`config.mk`:
```
export PLATFORM = sky130hd
export DESIGN_NAME = tile_grid_sizer
export DESIGN_NICKNAME = d
export VERILOG_FILES = /design/src/rtl/tgs_pkg.sv /design/src/rtl/tgs_cdiv.sv /design/src/rtl/tgs_axis.sv /design/src/rtl/tile_grid_sizer.sv
export SDC_FILE = /design/constraint.sdc
export NUM_CORES = 1
export LEC_CHECK = 0
export BUFFER_PORTS_ARGS = -buffer_cell sky130_fd_sc_hd__buf_2
export CAP_MARGIN = 20
export CORE_AREA = 8 8 198 200
export CTS_CLUSTER_DIAMETER = 40
export DETAILED_ROUTE_END_ITERATION = 16
export DIE_AREA = 0 0 206 208
export GPL_TIMING_DRIVEN = 1
export RECOVER_POWER = 100
export SYNTH_ARGS = -nofsm -noshare
export SYNTH_HDL_FRONTEND = slang
export SYNTH_HIERARCHICAL = 1
export SYNTH_SLANG_ARGS = --single-unit
```
`constraint.sdc`:
```
create_clock -name clk -period 25.1 [get_ports clk]
set_input_delay 0 -clock clk [delete_from_list [all_inputs] [get_ports clk]]
set_output_delay 0 -clock clk [all_outputs]
set_load 0.005 [all_outputs]
```
`src/rtl/tgs_pkg.sv`:
```
package tgs_pkg;
  parameter int FB_W      = 13;  // framebuffer side width, values up to 4096
  parameter int DIVISOR   = 63;  // keeps the tile count per axis under 64
  parameter int MIN_LOG   = 4;   // smallest tile side is 2**MIN_LOG
  parameter int FIELD_SH  = 6;   // position of the height field in the code
  parameter int BLK_LOG   = 9;   // polygon list block of 512 bytes
  parameter int ENTRY_LOG = 3;   // 8 header bytes per tile
  parameter int CNT_W     = 7;   // tile count width, up to 64

  localparam int CODE_W = 2 * FIELD_SH;
  localparam int PROD_W = 2 * CNT_W;
  localparam int LIST_W = PROD_W + BLK_LOG;
  localparam int OFF_W  = PROD_W + ENTRY_LOG;

  typedef enum logic [1:0] {
    S_IDLE = 2'd0,
    S_DIV  = 2'd1,
    S_OUT  = 2'd2
  } tgs_state_t;
endpackage

```
`src/rtl/tgs_cdiv.sv`:
```
// Restoring divider by a constant, one quotient bit per cycle.
module tgs_cdiv #(
  parameter int W       = 13,
  parameter int DIVISOR = 63
) (
  input  logic         clk,
  input  logic         rst_n,
  input  logic         load,
  input  logic [W-1:0] num,
  output logic         done,
  output logic [W-1:0] quo,
  output logic         rem_nz
);
  localparam int RW = $clog2(DIVISOR) + 1;
  localparam int CW = $clog2(W + 1);
  localparam logic [RW-1:0] DV = RW'(DIVISOR);
  localparam logic [CW-1:0] STEPS = CW'(W);

  logic [W-1:0]  acc;
  logic [RW-1:0] rem;
  logic [CW-1:0] cnt;
  logic [RW-1:0] trial;

  assign trial = {rem[RW-2:0], acc[W-1]};

  always_ff @(posedge clk) begin
    if (!rst_n) begin
      acc <= '0;
      rem <= '0;
      cnt <= '0;
    end else if (load) begin
      acc <= num;
      rem <= '0;
      cnt <= STEPS;
    end else if (cnt != '0) begin
      cnt <= cnt - 1'b1;
      if (trial >= DV) begin
        rem <= trial - DV;
        acc <= {acc[W-2:0], 1'b1};
      end else begin
        rem <= trial;
        acc <= {acc[W-2:0], 1'b0};
      end
    end
  end

  assign done   = (cnt == '0);
  assign quo    = acc;
  assign rem_nz = (rem != '0);
endmodule

```
`src/rtl/tgs_axis.sv`:
```
// Per-axis tile side selection: power-of-two round-up, floor clamp, count.
module tgs_axis #(
  parameter int W       = 13,
  parameter int MIN_LOG = 4,
  parameter int LOG_W   = 6,
  parameter int CNT_W   = 7
) (
  input  logic [W-1:0]     fb,
  input  logic [W-1:0]     quo,
  input  logic             rem_nz,
  output logic [W-1:0]     tile,
  output logic [LOG_W-1:0] lg,
  output logic [CNT_W-1:0] count
);
  localparam int IW = $clog2(W) + 1;

  logic [W:0]    ceil_q;
  logic [IW-1:0] lead;
  logic [IW-1:0] up_log;
  logic [IW-1:0] t_log;
  logic [W:0]    below;
  logic [W-1:0]  mask;
  logic [W-1:0]  whole;

  assign ceil_q = {1'b0, quo} + {{W{1'b0}}, rem_nz};

  // leading-one detector
  always_comb begin
    lead = '0;
    for (int i = 0; i <= W; i++) begin
      if (ceil_q[i]) lead = IW'(i);
    end
  end

  // any set bit under the leading one means round up
  always_comb begin
    below = ceil_q & ~((W+1)'(1) << lead);
    up_log = (below != '0) ? lead + 1'b1 : lead;
    t_log  = (up_log < IW'(MIN_LOG)) ? IW'(MIN_LOG) : up_log;
  end

  assign tile  = W'(1) << t_log;
  assign lg    = LOG_W'(t_log - IW'(MIN_LOG));
  assign mask  = tile - 1'b1;
  assign whole = fb >> t_log;
  assign count = CNT_W'(whole) + CNT_W'((fb & mask) != '0);
endmodule

```
`src/rtl/tile_grid_sizer.sv`:
```
module tile_grid_sizer
  import tgs_pkg::*;
(
  input  logic              clk,
  input  logic              rst_n,
  input  logic              req_valid,
  output logic              req_ready,
  input  logic [FB_W-1:0]   fb_w,
  input  logic [FB_W-1:0]   fb_h,
  output logic              rsp_valid,
  input  logic              rsp_ready,
  output logic [FB_W-1:0]   tile_w,
  output logic [FB_W-1:0]   tile_h,
  output logic [CODE_W-1:0] size_code,
  output logic [CNT_W-1:0]  tiles_x,
  output logic [CNT_W-1:0]  tiles_y,
  output logic [LIST_W-1:0] list_bytes,
  output logic [OFF_W-1:0]  hdr_offset,
  output logic              err_zero
);
  tgs_state_t state;

  logic accept, is_zero, start;
  logic [FB_W-1:0] side_q [2];
  logic [FB_W-1:0] side_in [2];
  logic [FB_W-1:0] quo [2];
  logic            rnz [2];
  logic            dv_done [2];
  logic [FB_W-1:0] tile [2];
  logic [FIELD_SH-1:0] lg [2];
  logic [CNT_W-1:0] cnt [2];
  logic [PROD_W-1:0] prod;
  logic [LIST_W-1:0] list_n;
  logic [OFF_W-1:0]  off_n;

  assign req_ready = (state == S_IDLE);
  assign rsp_valid = (state == S_OUT);
  assign accept    = req_valid && req_ready;
  assign is_zero   = (fb_w == '0) || (fb_h == '0);
  assign start     = accept && !is_zero;
  assign side_in[0] = fb_w;
  assign side_in[1] = fb_h;

  for (genvar a = 0; a < 2; a++) begin : g_axis
    always_ff @(posedge clk) begin
      if (!rst_n)     side_q[a] <= '0;
      else if (start) side_q[a] <= side_in[a];
    end

    tgs_cdiv #(.W(FB_W), .DIVISOR(DIVISOR)) u_div (
      .clk(clk), .rst_n(rst_n), .load(start), .num(side_in[a]),
      .done(dv_done[a]), .quo(quo[a]), .rem_nz(rnz[a])
    );

    tgs_axis #(.W(FB_W), .MIN_LOG(MIN_LOG), .LOG_W(FIELD_SH), .CNT_W(CNT_W)) u_pick (
      .fb(side_q[a]), .quo(quo[a]), .rem_nz(rnz[a]),
      .tile(tile[a]), .lg(lg[a]), .count(cnt[a])
    );
  end

  assign prod   = PROD_W'(cnt[0]) * PROD_W'(cnt[1]);
  assign list_n = (LIST_W'(prod) + 1'b1) << BLK_LOG;
  assign off_n  = (OFF_W'(prod) << ENTRY_LOG) & ~((OFF_W'(1) << BLK_LOG) - 1'b1);

  always_ff @(posedge clk) begin
    if (!rst_n) begin
      state      <= S_IDLE;
      err_zero   <= 1'b0;
      tile_w     <= '0;
      tile_h     <= '0;
      size_code  <= '0;
      tiles_x    <= '0;
      tiles_y    <= '0;
      list_bytes <= '0;
      hdr_offset <= '0;
    end else begin
      err_zero <= accept && is_zero;
      case (state)
        S_IDLE: if (start) state <= S_DIV;
        S_DIV: if (dv_done[0] && dv_done[1]) begin
          state      <= S_OUT;
          tile_w     <= tile[0];
          tile_h     <= tile[1];
          size_code  <= {lg[1], lg[0]};
          tiles_x    <= cnt[0];
          tiles_y    <= cnt[1];
          list_bytes <= list_n;
          hdr_offset <= off_n;
        end
        S_OUT: if (rsp_ready) state <= S_IDLE;
        default: state <= S_IDLE;
      endcase
    end
  end
endmodule

```
==> qor.csv <==
metric,value,unit
Internal Power,0.670,mW
failing checks,"max-capacitance violations, max-slew violations",
switch share,47.8,%
Peak supply drop,50.3,µV
fin crit period,14480,ps
"Top FF cell, synth",dfxtp_1,
Global Route Usage Sum,16.1,%
CP startpoint kind,flip-flop,
post-synthesis sequential area ratio,26.4,%
clock tree buffer depth,2,
share of cells above drive strength 1,10.8,%
cts hold-fix bufs,29,
Fmax,0.0690,GHz
Synth Instances,1552,
Register Area,0.00328,mm²
mapped cell area,0.0124,mm²
DR pass1 iterations,6,
status,finished with violations,
CTS resizes,0,
average wire per cell in the routed design,16.6,µm
Sequential Power Share,23.7,%
Overall Power,1.28,mW
std cell rows,70,
vias in the first global route,10870,
RD Place Congestion,0.900,
fin util,37.8,%
clk slew on worst S/H paths,70,ps
Rel. slew slack,-111,%
clock skew,17.1,ps
Post-CTS Setup Bufs,0,
Layout fillers,3775,
Overflow after GRT,0,
worst hold path type,input pin to flip-flop,
number of synthesized flops with an enable pin,26,
syn_area_per_cell,8.02,µm²
Net Sw Power,0.614,mW
Detail Placement HPWL,25.6,mm
RSZ-0062 raised after global routing,no,
initial core utilization,34.5,%
die area,0.0428,mm²
initial antenna violation count,0,
Area Growth Syn to Fin,9.76,%
Synth area leaders,"dfxtp_1 20%, nand2_1 7.5%, edfxtp_1 6.3%, ha_1 6.1%, a21oi_1 5.1%",
CTS root buffer,clkbuf_16,
Unique masters post-synth,117,
Synth area leader,dfxtp_1,
critical path class,flip-flop to flip-flop,
Die X,206,µm
Async SR Flop Fraction,0,%
CP max stage delay,1190,ps
crit path max fanout,14,
endpoint type of the worst setup path,flip-flop,
Worst Max-Slew Pin Slew,3170,ps
post-route ant nets,0,
P_leak,5.26,nW
Synth warnings,6,
largest net degree at the start of global routing,84,
post-synth top area share,20.1,%
Ant. Diodes,0,
final net count,1739,
Clk network pwr share,19.5,%
final WL,35.0,mm
first-pass GRT wire length,57.0,mm
combinational group share of total power,56.8,%
MaxCap Viol Count,4,
CP max-delay cell,nor3_1,
htree depth,4,
TritonCTS Buffers,17,
drt first-iter violations,931,
total number of vias,11411,
pre-CTS worst setup slack,12650,ps
Final Hold Fails,0,
worst skew pair latency,450,ps
TNS Setup,0,ps
IO buf count,106,
DRC viols,0,
placeable core area,0.0361,mm²
# IOs,125,
CTS tree,built,
Crit path required time,25380,ps
Chip Height,208,µm
footprint of the multi-input gates,0.00816,mm²
setup slack after layout,10620,ps
worst path arrival time,14760,ps
final cycle utilization of the critical path,57.7,%
Final setup viols,0,
Seq cells post-synth,151,
PwrDens,94.1,mW/mm²
clock sink total,151,
vias per inst,5.42,
Final Max Slew Viols,113,
Worst path most repeated cell,ha_1,
Min Hold Slack,221,ps
[synthesized netlist by cell type, types with 23 or more instances]
cell / instances
a31oi_1: 43
and2_1: 81
buf_2: 23
buf_4: 38
ha_1: 61
o21ai_0: 73
nor3_1: 44
nand3_1: 49
a21oi_1: 126
nand2_1: 247
clkbuf_1: 44
fa_1: 24
edfxtp_1: 26
dfxtp_1: 125
inv_1: 61
nor2_1: 74
xnor2_1: 31
[state kept, by name, summed over array words and instances (netlist names), 8 cells and up]
register and cells:
tile_w 13, size_code 12, g_axis.u_div/cnt 8, g_axis.u_div/quo 26, side_q 26, g_axis.u_div/rem 14
hdr_offset 8, list_bytes 14, tile_h 13
[layer usage]
| metal | up-vias | global-route usage, % | routed length [µm] |
|---|---|---|---|
| li1 | 5637 | - | - |
| met3 | 40 | 2.75 | 2230 |
| met1 | 5368 | 22.3 | 16500 |
| met2 | 366 | 25.2 | 15600 |
| met5 | - | 0 | 0 |
| met4 | 0 | 5.14 | 719 |
[path summary, 6_finish.rpt]
kind / from / slack, ps / depth (start not counted) / end
worst min-delay path: rst_n / 220 / 3 / g_axis[0].u_div/quo[7]$_SDFFE_PN0P_
worst min register to register: tile_h[3]$_SDFFE_PN0P_ / 450 / 2 / tile_h[3]$_SDFFE_PN0P_
worst max register to register: g_axis[0].u_div/rem[5]$_SDFFE_PP0N_ / 10620 / 44 / list_bytes[20]$_SDFFE_PN0P_
worst max-delay path: g_axis[0].u_div/rem[5]$_SDFFE_PP0N_ / 10620 / 44 / list_bytes[20]$_SDFFE_PN0P_
[cells by family after synthesis]
group	Yosys count	synth area share, %
mux	28	2.45
compound gates	410	22.4
fa+ha+maj	86	10.1
simple gates	634	26.7
flops	151	26.4
other cells	5	0.151
buf+inv	183	7.82
xor+xnor	55	3.99
[cells in the final DEF (no fill, tap or decap), types with 8 or more instances in the layout]
master / netlist / layout
nor2b_1: 9 / 9
o21ai_0: 73 / 77
and3_1: 9 / 9
fa_1: 24 / 24
and2_1: 81 / 45
buf_2: 23 / 64
xor2_1: 22 / 23
or2_2: 9 / 9
nor4_1: 14 / 17
nand4_1: 12 / 12
and2_0: 0 / 36
mux2i_1: 22 / 22
edfxtp_1: 26 / 26
or3_1: 8 / 8
a21oi_1: 126 / 128
o22ai_1: 8 / 8
dlygate4sd3_1: 0 / 29
a21o_1: 9 / 9
o211ai_1: 12 / 12
conb_1: 5 / 32
nor3_1: 44 / 47
clkbuf_16: 0 / 17
nor2_1: 74 / 74
ha_1: 61 / 61
dfxtp_1: 125 / 125
inv_1: 61 / 62
nand2b_1: 11 / 11
clkbuf_1: 44 / 45
nand3_1: 49 / 49
nand2_1: 247 / 248
a211oi_1: 22 / 24
xnor2_1: 31 / 31
a21boi_0: 5 / 9
a31oi_1: 43 / 43
[power groups by stage]
stage / clock network, mW / registers [mW] / logic (mW)
after floorplan: 0 / 0.288 / 0.602
after global routing: 0.267 / 0.309 / 0.818
after detailed placement: 0 / 0.309 / 0.734
after CTS: 0.257 / 0.303 / 0.742
final: 0.251 / 0.304 / 0.729
after global placement: 0 / 0.308 / 0.725
[area by class of cell]
type	instances	area share, %
Timing Repair Buffer	141	5.87
Sequential cell	151	24.0
Clock buffer	17	3.12
Tap cell	468	4.29
Clock inverter	15	1.02
Multi-Input combinational cell	1245	59.7
Inverter	68	1.92
[stage by stage]
stage               cell area (µm²)  cells
finish                        13700   2105
global route                  13700   2105
CTS                           13900   2105
detailed placement            13000   2044
global placement              13000   2044
floorplan                     12500   1579
[worst max-delay path, delay by kind of cell, from the launching register on]
family,cells,cell delay [ps]
XOR/XNOR,2,410
flip-flops,1,510
buffers and inverters,6,1120
AND/OR/NAND/NOR,13,4130
multiplexers,2,1450
AO/OA/AOI/OAI,9,2090
adder cells (fa/ha/maj),12,4550
Note: power is estimated with default switching activity, not from simulation.
